### src/rtl/csa_pkg.sv
package csa_pkg;

  // one conditional result of a bit or group position
  typedef struct packed {
    logic s;
    logic c;
  } csa_pair_t;

  function automatic bit csa_is_pow2(input int n);
    return (n > 0) && ((n & (n - 1)) == 0);
  endfunction

endpackage

### src/rtl/csa_bit_cell.sv
module csa_bit_cell
  import csa_pkg::*;
(
  input  logic      x,
  input  logic      y,
  output csa_pair_t r_c0,
  output csa_pair_t r_c1
);

  logic hx;

  assign hx     = x ^ y;
  // assumed incoming carry 0
  assign r_c0.s = hx;
  assign r_c0.c = x & y;
  // assumed incoming carry 1
  assign r_c1.s = ~hx;
  assign r_c1.c = x | y;

endmodule

### src/rtl/csa_merge_level.sv
module csa_merge_level #(
  parameter int K = 16,
  parameter int G = 1
) (
  input  logic [K-1:0]         s0_i,
  input  logic [K-1:0]         s1_i,
  input  logic [K/G-1:0]       c0_i,
  input  logic [K/G-1:0]       c1_i,
  output logic [K-1:0]         s0_o,
  output logic [K-1:0]         s1_o,
  output logic [K/(2*G)-1:0]   c0_o,
  output logic [K/(2*G)-1:0]   c1_o
);

  localparam int NGO = K / (2 * G);

  for (genvar m = 0; m < NGO; m++) begin : g_pair
    localparam int LO = 2 * m * G;
    localparam int HI = LO + G;
    logic pick0, pick1;

    // lower group's carry under each assumption steers the upper group
    assign pick0 = c0_i[2*m];
    assign pick1 = c1_i[2*m];

    assign s0_o[LO +: G] = s0_i[LO +: G];
    assign s1_o[LO +: G] = s1_i[LO +: G];

    assign s0_o[HI +: G] = pick0 ? s1_i[HI +: G] : s0_i[HI +: G];
    assign s1_o[HI +: G] = pick1 ? s1_i[HI +: G] : s0_i[HI +: G];

    assign c0_o[m] = pick0 ? c1_i[2*m+1] : c0_i[2*m+1];
    assign c1_o[m] = pick1 ? c1_i[2*m+1] : c0_i[2*m+1];
  end

endmodule

### src/rtl/csa_final_select.sv
module csa_final_select #(
  parameter int K = 16
) (
  input  logic [K-1:0] s0_i,
  input  logic [K-1:0] s1_i,
  input  logic         c0_i,
  input  logic         c1_i,
  input  logic         cin,
  output logic [K-1:0] sum,
  output logic         cout
);

  assign sum  = cin ? s1_i : s0_i;
  assign cout = cin ? c1_i : c0_i;

endmodule

### src/rtl/cond_sum_adder.sv
module cond_sum_adder
  import csa_pkg::*;
#(
  parameter int K = 16
) (
  input  logic [K-1:0] a,
  input  logic [K-1:0] b,
  input  logic         cin,
  output logic [K-1:0] sum,
  output logic         cout
);

  localparam int LV = $clog2(K);

  if (!csa_is_pow2(K)) begin : g_bad_width
    $error("cond_sum_adder: K must be a power of two");
  end

  // per level candidate sums and group carries (low K>>l bits valid)
  logic [K-1:0] s0_w [LV+1];
  logic [K-1:0] s1_w [LV+1];
  logic [K-1:0] c0_w [LV+1];
  logic [K-1:0] c1_w [LV+1];

  for (genvar i = 0; i < K; i++) begin : g_cell
    csa_pair_t p0, p1;
    csa_bit_cell u_cell (
      .x    (a[i]),
      .y    (b[i]),
      .r_c0 (p0),
      .r_c1 (p1)
    );
    assign s0_w[0][i] = p0.s;
    assign c0_w[0][i] = p0.c;
    assign s1_w[0][i] = p1.s;
    assign c1_w[0][i] = p1.c;
  end

  for (genvar l = 0; l < LV; l++) begin : g_level
    localparam int GI  = 1 << l;
    localparam int NGI = K >> l;
    localparam int NGO = K >> (l + 1);

    csa_merge_level #(.K(K), .G(GI)) u_merge (
      .s0_i (s0_w[l]),
      .s1_i (s1_w[l]),
      .c0_i (c0_w[l][NGI-1:0]),
      .c1_i (c1_w[l][NGI-1:0]),
      .s0_o (s0_w[l+1]),
      .s1_o (s1_w[l+1]),
      .c0_o (c0_w[l+1][NGO-1:0]),
      .c1_o (c1_w[l+1][NGO-1:0])
    );

    assign c0_w[l+1][K-1:NGO] = '0;
    assign c1_w[l+1][K-1:NGO] = '0;
  end

  csa_final_select #(.K(K)) u_final (
    .s0_i (s0_w[LV]),
    .s1_i (s1_w[LV]),
    .c0_i (c0_w[LV][0]),
    .c1_i (c1_w[LV][0]),
    .cin  (cin),
    .sum  (sum),
    .cout (cout)
  );

endmodule

### config.mk
export PLATFORM = sky130hd
export DESIGN_NAME = cond_sum_adder
export DESIGN_NICKNAME = d
export VERILOG_FILES = /design/src/rtl/csa_pkg.sv /design/src/rtl/csa_bit_cell.sv /design/src/rtl/csa_merge_level.sv /design/src/rtl/csa_final_select.sv /design/src/rtl/cond_sum_adder.sv
export SDC_FILE = /design/constraint.sdc
export NUM_CORES = 1
export LEC_CHECK = 0
export BUFFER_PORTS_ARGS = -buffer_cell sky130_fd_sc_hd__buf_2
export CAP_MARGIN = 15
export CORE_ASPECT_RATIO = 0.5
export CORE_UTILIZATION = 54
export DETAILED_ROUTE_END_ITERATION = 7
export PLACE_DENSITY = 0.78
export SLEW_MARGIN = 15
export SYNTH_ARGS = -nofsm -noshare
export SYNTH_HDL_FRONTEND = slang
export SYNTH_HIERARCHICAL = 1
export SYNTH_SLANG_ARGS = --single-unit
### constraint.sdc
create_clock -name vclk -period 5.9
set_clock_uncertainty 0.2 [all_clocks]
set_input_delay 0.59 -clock vclk [all_inputs]
set_output_delay 0.59 -clock vclk [all_outputs]
set_load 0.02 [all_outputs]
# == Yosys cells after proc, flatten, opt, wreduce, memory -nomap -nowiden ==
# Cells that the tools add are included.
# totals
out_inout_bits,17
elab_cells,126
register_bits,0
latchBits,0
rom_bits,0
n_memories,0
ramBits,0
# op_classes
reduce_logical,0
addsub,0
shifts,0
mul,0
n_eq_ne,0
muxes,62
div_mod_pow,0
bitwise,64
magnitude_cmp,0
# op_table
op,n
2-to-1 mux 1 bit,47
bitwise AND 1 bit,16
2-to-1 mux 16 bit,1
2-to-1 mux 2 bit,8
2-to-1 mux 4 bit,4
2-to-1 mux 8 bit,2
inverter 1 bit,16
bitwise OR 1 bit,16
bitwise XOR 1 bit,16

# == Depth between registers and ports, before layout ==
# Gate-level depths: netlist of the first run.
# depth
ltp_word,7
mapped_depth,9
ltp_nobuf,8

# == By module ==
# Netlist of the first run, hierarchy kept.
# modules_own_cells
mod,cells_per_inst,seq_area_each_um2,area_each_um2,instances
csa_bit_cell,7,0.0,47.5,16
csa_merge_level (g_level[0].u_merge),48,0.0,480.5,1
csa_merge_level (g_level[3].u_merge),36,0.0,412.9,1
csa_merge_level (g_level[1].u_merge),40,0.0,390.4,1
csa_merge_level (g_level[2].u_merge),36,0.0,345.3,1
csa_final_select,19,0.0,260.2,1

# == Worst setup path after synthesis of the first run ==
# OpenSTA, ideal clock, no wires.
# synth_path
kind,input to output
start,input b[0]
end,output cout
n_path_buf,1
stages,9
t_arrival_ps,2665
path_slack_ps,2445
cell_sequence,inv_1 -> ha_1 -> inv_1 -> mux2_1 -> mux2_1 -> mux2_2 -> buf_6 -> mux2_4 -> mux2_2
# synth_rtl
item,line,text
start: declaration,cond_sum_adder.sv:7,"input logic [K-1:0] b,"
end: declaration,cond_sum_adder.sv:10,output logic cout

==> results.py, run 1 <==
metrics = {
    "floorplanning": {
        "io_pins": 50,
        "die-width_um": 101,
        "die_h_um": 51.5,
        "rows": 17,
        "die-area_mm2": 0.00521,
        "core_mm2": 0.00455,
        "start_util": 0.582,
    },
    "drt": {
        "via_per_inst": 4.80,
        "drt-initial-drc-count": 25,
        "via_count": 1552,
        "drt_wl_total_um": 3530,
        "firstDrtPassIters": 4,
        "ant_nets": 0,
        "drc": 0,
        "avgRoutedWirePerCell_um": 10.9,
    },
    "layout": {
        "diodes": 0,
        "layout.cells.non_filler": 323,
        "drive_gt1_frac": 0.409,
        "synthToLayoutAreaGrowth_pct": -12.1,
        "nClkBuffers": 0,
        "regArea_um2": 0,
        "flops_and_latches": 0,
        "fin_area_mm2": 0.00233,
        "nets": 324,
    },
    "place": {
        "dp_slack_ns": 2.08,
        "hpwl_um": 3190,
        "dp_cells": 323,
        "routabilityCongestion": 0.729,
        "portBuffers": 50,
        "postPlaceCellArea_mm2": 0.00233,
    },
    "timing": {
        "final_max_slew_viol_count": 0,
        "worst_pin_slew_ns": 0.496,
        "max_freq_mhz": 263,
        "hold_viol": 0,
        "timing.final.crit_share": 0.644,
        "maxSlewHeadroom": 0.670,
        "rsz0062_at_grt": "no",
        "period_needed_ns": 3.80,
        "setup_viol": 0,
        "finalSetupTns_ns": 0,
        "setup_ws_ns": 2.10,
    },
    "power": {
        "clkPwrFrac": 0,
        "vdd_drop_max_mv": 0.0637,
        "p_seq_frac": 0,
        "power_density_mw_per_mm2": 139,
        "p_total_mw": 0.324,
        "combPwrFrac": 1.000,
        "power.share.switching": 0.452,
        "p_leak_nw": 1.31,
        "p_sw_mw": 0.147,
        "p_int_mw": 0.178,
    },
    "logic_synthesis": {
        "syn-num-nets": 356,
        "syn_avg_cell_area_um2": 9.11,
        "ys_seq_area_frac": 0,
        "synthTopCellsByCount": "buf_4, inv_1, mux2_1, ha_1, mux2_4",
        "netlist_instances": 291,
        "netlist-cell-type-count": 8,
        "synth_most_common_cell": "buf_4",
        "ys_top_cells_by_area": "mux2_1, buf_4, mux2_4",
        "yosysWarnings": 6,
        "yosysTopAreaCellShare": 0.238,
        "synth_area_mm2": 0.00265,
        "synth_largest_area_cell": "mux2_1",
    },
    "critical_path": {
        "path_class": "in -> out",
        "critical_path_required_ns": 5.11,
        "start_kind": "input port",
        "crit_path_end_kind": "primary output",
        "crit_start": "b[0]",
        "critPathMaxFanout": 9,
        "arrival_ns": 3.01,
    },
    "global_route": {
        "grt_pass1_vias": 1565,
        "grt_max_degree": 18,
        "grt.overflow.total": 0,
        "use_met1": 0.176,
        "grt_use_total": 0.149,
        "grt_use_met3": 0.00134,
        "top_usage_layer": "met2",
        "antenna_found_initial": 0,
        "grt_use_met2": 0.317,
        "grt_pass1_wl_um": 6400,
    },
    "clock_network": {
        "ctsHoldBuffers": 0,
        "cts_resized": 0,
        "post-cts-setup-buffer-count": 0,
    },
    "flow_run": {
        "max_cap_viol_count": 0,
    },
    "worst_hold_path": {
        "hold_class": "in -> out",
        "hold_start": "a[0]",
    },
    "outcome": {
        "outcome": "finished, final reports clean",
    },
}
==> placed cells by master, fill, tap and decap left out <==
cell type and instances:
buf_2 50, ha_1 32, mux2_1 56, mux2_2 27, inv_1 64, mux2_4 28
==> layout make-up <==
class,instances,area [um2]
Fill cell,458,2220
Inverter,64,240
Multi-Input combinational cell,143,1760
Tap cell,66,82.6
Timing Repair Buffer,50,250
==> worst max-delay path: stages <==
cell	delay, ns
buf_2	0.09
inv_1	0.04
ha_1	0.18
inv_1	0.08
mux2_1	0.38
mux2_1	0.42
mux2_2	0.47
mux2_4	0.34
mux2_4	0.26
buf_2	0.16
==> kinds of logic after synthesis <==
group / share of synthesized area
multiplexers: 0.511
adder cells (fa/ha/maj): 0.151
buffers and inverters: 0.338
==> power groups by stage <==
stage | logic [mW] | registers [mW] | clock network, mW
6_report | 0.324 | 0 | 0
3_3_place_gp | 0.315 | 0 | 0
2_1_floorplan | 0.356 | 0 | 0
3_5_place_dp | 0.327 | 0 | 0
4_1_cts | 0.329 | 0 | 0
5_1_grt | 0.357 | 0 | 0
==> worst paths after layout <==
check      to  slack (ns)  depth (start not counted)
max    sum[9]        2.10                         10
min    sum[0]        1.54                          5
==> metal layers <==
layer  up-vias  part of all wire
met5         -                 0
met4         0                 0
met3         0             0.029
met2        20              0.54
met1       741              0.43
li1        791                 -
==> through the flow <==
| stage | hold slack (ns) | utilization |
|---|---|---|
| after CTS | 1.55 | 0.512 |
| after detailed placement | 1.55 | 0.512 |
| after floorplan | 1.31 | - |
| final | 1.54 | 0.512 |
| after global routing | 1.63 | 0.512 |
| after global placement | 1.54 | 0.512 |
No activity file was read; power rests on OpenSTA's default activity.
==> run 2: changes to the inputs <==
Settings changed: ABC_AREA from default to 1.
Clock period 5.9 ns to 3.57 ns, I/O delays scaled along.
==> run 2 against run 1 <==
Against the previous run:
- final cell count up 78%
- synthesized cell count increased by 87%
- first-iteration DRC count grew 110%
- worst hold slack worse by 0.50 ns
- wire length up 15%
- global-route usage is 0.63 points higher
- synthesized area increased by 1.5%
- flip-flop and latch count unchanged
- combinational power increased by 45%
- power up 45%
- critical endpoint is now sum[11]
- highest routed layer unchanged
==> results.py, run 2 <==
metrics = {
    "critical_path": {
        "cp_top_family": "simple AND/OR/NAND/NOR gates",
        "path_buf_inv": 8,
        "critical_path_required_ns": 3.01,
        "critPathMaxFanout": 10,
        "path_common_cell": "nand2_1",
        "arrival_ns": 2.31,
        "path_cells": "buf_2 -> inv_1 -> ha_1 -> inv_1 -> inv_1 -> nand2_1 -> nand2_1 -> inv_2 -> nand2_1 -> nand2_1 -> inv_2 -> nand2_1 -> nand2_1 -> inv_2 -> nand2_1 -> nand2_1 -> nand2_1 -> nand2_1 -> buf_2",
        "crit_path_end_kind": "primary output",
        "path_class": "in -> out",
        "crit_cells": 19,
        "start_kind": "input port",
        "crit_slowest_cell": "inv_2",
        "crit_path_max_incr_delay_ns": 0.22,
    },
    "timing": {
        "period_needed_ns": 2.87,
        "max_freq_mhz": 349,
        "setup_ws_ns": 0.703,
        "timing.final.crit_share": 0.803,
        "final_max_slew_viol_count": 0,
        "worst_pin_slew_ns": 0.405,
        "setup_viol": 0,
        "rsz0062_at_grt": "no",
        "maxSlewHeadroom": 0.730,
        "finalSetupTns_ns": 0,
        "hold_viol": 0,
    },
    "drt": {
        "via_per_inst": 4.23,
        "drt_wl_total_um": 4070,
        "drt-initial-drc-count": 53,
        "avgRoutedWirePerCell_um": 7.07,
        "firstDrtPassIters": 4,
        "via_count": 2438,
        "ant_nets": 0,
        "drc": 0,
    },
    "floorplanning": {
        "core_mm2": 0.00459,
        "io_pins": 50,
        "start_util": 0.586,
        "die-area_mm2": 0.00529,
        "die_h_um": 51.9,
        "rows": 17,
        "die-width_um": 102,
    },
    "worst_hold_path": {
        "hold_class": "in -> out",
        "holdPathStages": 4,
    },
    "layout": {
        "flops_and_latches": 0,
        "fill_cells": 517,
        "mostFrequentLayoutCell": "nand2_1",
        "drive_gt1_frac": 0.137,
        "layout_common_cells": "nand2_1, inv_1, buf_2",
        "regArea_um2": 0,
        "nets": 577,
        "fin_area_mm2": 0.00236,
        "synthToLayoutAreaGrowth_pct": -12.3,
        "utilization": 0.514,
        "nClkBuffers": 0,
        "diodes": 0,
    },
    "logic_synthesis": {
        "synthTopCellsByCount": "nand2_1, buf_4, inv_1, ha_1, inv_2",
        "synth_largest_area_cell": "nand2_1",
        "synth_most_common_cell": "nand2_1",
        "syn_avg_cell_area_um2": 4.94,
        "yosysTopAreaCellShare": 0.458,
        "netlist_instances": 545,
        "ys_seq_area_frac": 0,
        "ys_top_cells_by_area": "nand2_1, buf_4, ha_1",
        "netlist-cell-type-count": 10,
        "syn-num-nets": 610,
        "yosysWarnings": 6,
        "synth_area_mm2": 0.00269,
    },
    "global_route": {
        "antenna_found_initial": 0,
        "use_met1": 0.209,
        "top_usage_layer": "met2",
        "grt_use_met2": 0.297,
        "grt_use_met3": 0.00134,
        "grt_pass1_wl_um": 7020,
        "grt_use_total": 0.155,
        "grt_max_degree": 19,
        "grt.overflow.total": 0,
        "grt_pass1_vias": 1901,
    },
    "place": {
        "hpwl_um": 3550,
        "postPlaceCellArea_mm2": 0.00236,
        "portBuffers": 50,
        "dp_slack_ns": 0.704,
        "routabilityCongestion": 0.856,
    },
    "power": {
        "vdd_drop_max_mv": 0.0654,
        "p_leak_nw": 1.86,
        "power_density_mw_per_mm2": 199,
    },
    "clock_network": {
        "cts_resized": 0,
        "ctsHoldBuffers": 0,
        "post-cts-setup-buffer-count": 0,
    },
    "outcome": {
        "outcome": "finished, final reports clean",
    },
    "flow_run": {
        "max_cap_viol_count": 0,
    },
}
-- run 2: cell count changes after synthesis, sizes merged --
cell,change
clkbuf,+1
nand2,+333
inv,+31
mux2,-111
-- run 2: metrics by stage --
step	instances	hold WS, ns	total power [mW]
final	576	1.04	0.469
after global routing	576	1.08	0.540
after CTS	576	1.04	0.472
after detailed placement	576	1.04	0.470
after global placement	576	1.04	0.467
after floorplan	545	0.818	0.515
-- run 2: area by class of cell --
cell class                      instances  area [um2]  area share
Tap cell                               66        82.6      0.0350
Inverter                               95         364       0.154
Timing Repair Buffer                   50         250       0.106
Multi-Input combinational cell        365        1660       0.705
-- run 2: path summary, 6_finish.rpt --
kind	from	to
worst min-delay path	cin	sum[0]
worst max-delay path	b[0]	sum[11]
-- run 2: power by group --
group / switching, mW / internal [mW]
clock: 0 / 0
combinational: 0.309 / 0.160
sequential: 0 / 0
total: 0.309 / 0.160
-- run 2: cells by family after synthesis --
logic type	after synthesis	synth area share
adder cells (fa/ha/maj)	32	0.149
buffers and inverters	180	0.382
AND/OR/NAND/NOR	333	0.469
-- run 2: worst min-delay path, stage by stage --
cell and delay (ns):
buf_2 0.24, nand2_1 0.10, nand2_1 0.04, buf_2 0.15
-- run 2: metal layers --
layer / vias up / share of wire
met1: 994 / 0.56
met3: 0 / 0.025
met2: 34 / 0.42
met4: 0 / 0
met5: - / 0
li1: 1410 / -
==> run 3: changes to the inputs <==
Settings changed: PLACE_DENSITY 0.78 to 0.81.
Clock period 3.57 ns to 2.6 ns, I/O delays scaled along.
==> run 3 against run 2 <==
Against the previous run:
- setup slack worse by 0.50 ns
- die area unchanged
- critical path depth shrank 1
- count of clock-buffer cells in the layout did not move
- sequential share of layout area is the same
- combinational power increased by 45%
- non-clock buffer count increased by 5
- final area is 2.2% higher
- first-iteration DRC count up 15%
- flip-flop and latch count did not move
- core utilization up 1.1 points
==> results.py, run 3 (synthesized netlist as in run 2, its figures left out) <==
metrics = {
    "timing": {
        "rsz0062_at_grt": "no",
        "finalSetupTns_ns": 0,
        "final_max_slew_viol_count": 0,
        "setup_viol": 0,
        "hold_viol": 0,
        "hold-worst-slack_ns": 0.842,
        "period_needed_ns": 2.39,
        "timing.final.crit_share": 0.921,
        "max_freq_mhz": 418,
        "worst_pin_slew_ns": 0.396,
        "maxSlewHeadroom": 0.736,
    },
    "clock_network": {
        "ctsHoldBuffers": 0,
        "post-cts-setup-buffer-count": 0,
        "cts_resized": 0,
    },
    "critical_path": {
        "start_kind": "input port",
        "path_class": "in -> out",
        "crit_start": "b[0]",
        "critPathMaxFanout": 5,
        "crit_path_end_kind": "primary output",
        "arrival_ns": 1.93,
        "critical_path_required_ns": 2.14,
    },
    "layout": {
        "regArea_um2": 0,
        "multi_input_area_mm2": 0.00167,
        "fill_cells": 514,
        "drive_gt1_frac": 0.153,
        "nets": 583,
        "layout_common_cells": "nand2_1, inv_1, buf_2",
        "flops_and_latches": 0,
        "fin_area_mm2": 0.00241,
        "synthToLayoutAreaGrowth_pct": -10.3,
        "diodes": 0,
        "mostFrequentLayoutCell": "nand2_1",
        "nClkBuffers": 0,
    },
    "worst_hold_path": {
        "hold_start": "cin",
        "holdPathStages": 4,
        "hold_class": "in -> out",
    },
    "drt": {
        "drt_wl_total_um": 4550,
        "drt-initial-drc-count": 61,
        "ant_nets": 0,
        "via_count": 2499,
        "avgRoutedWirePerCell_um": 7.81,
        "firstDrtPassIters": 4,
        "drc": 0,
        "via_per_inst": 4.29,
    },
    "power": {
        "vdd_drop_max_mv": 0.106,
        "p_leak_nw": 1.89,
        "power_density_mw_per_mm2": 282,
    },
    "global_route": {
        "grt_max_degree": 19,
        "grt.overflow.total": 0,
        "grt_pass1_vias": 2051,
        "grt_pass1_wl_um": 7760,
        "antenna_found_initial": 0,
        "grt_use_total": 0.174,
    },
    "outcome": {
        "outcome": "finished, final reports clean",
    },
    "floorplanning": {
        "start_util": 0.586,
        "io_pins": 50,
        "die_h_um": 51.9,
        "die-width_um": 102,
        "core_mm2": 0.00459,
        "rows": 17,
        "die-area_mm2": 0.00529,
    },
    "place": {
        "hpwl_um": 3900,
        "postPlaceCellArea_mm2": 0.00240,
        "routabilityCongestion": 0.859,
        "portBuffers": 50,
    },
    "flow_run": {
        "max_cap_viol_count": 0,
    },
}
[run 3: cell count changes in the layout (fill, tap and decap cells not counted)]
cell        before  now
buf_4            0    5
nand2_1        328  325
nand2_2          5    8
clkinvlp_4       0    1
[run 3: final timing paths]
| check | endpoint |
|---|---|
| setup / recovery | sum[12] |
| hold / removal | sum[0] |
[run 3: stage by stage]
| stage | setup WS [ns] | total power, mW | cells | utilization |
|---|---|---|---|---|
| after floorplan | 0.479 | 0.707 | 545 | - |
| after global placement | 0.217 | 0.663 | 581 | 0.522 |
| after detailed placement | 0.192 | 0.669 | 581 | 0.522 |
| after CTS | 0.187 | 0.672 | 581 | 0.522 |
| after global routing | 0.0289 | 0.783 | 582 | 0.525 |
| final | 0.206 | 0.680 | 582 | 0.525 |
[run 3: area by class of cell]
| cell class | instances | share of cell area |
|---|---|---|
| inverter | 95 | 0.151 |
| multi-input combinational | 365 | 0.692 |
| tap | 66 | 0.0342 |
| timing repair buffer | 55 | 0.119 |
| timing repair inverter | 1 | 0.00311 |
[run 3: layer usage]
metal	track usage	part of all wire
met1	0.228	0.51
met2	0.342	0.45
met3	0.00134	0.036
met4	0.00238	0
met5	0	0
[run 3: critical path: stages]
cell	delay, ns
buf_2	0.09
inv_1	0.04
ha_1	0.19
inv_1	0.10
nand2_1	0.07
nand2_2	0.10
inv_2	0.05
nand2_1	0.05
nand2_1	0.09
inv_2	0.11
nand2_1	0.07
nand2_2	0.13
buf_4	0.15
nand2_1	0.05
nand2_1	0.06
nand2_1	0.05
nand2_1	0.10
buf_2	0.16
[run 3: report_power, final]
part | internal (mW) | leakage, nW | switching, mW
clock network | 0 | 0 | 0
registers | 0 | 0 | 0
logic | 0.239 | 1.89 | 0.441
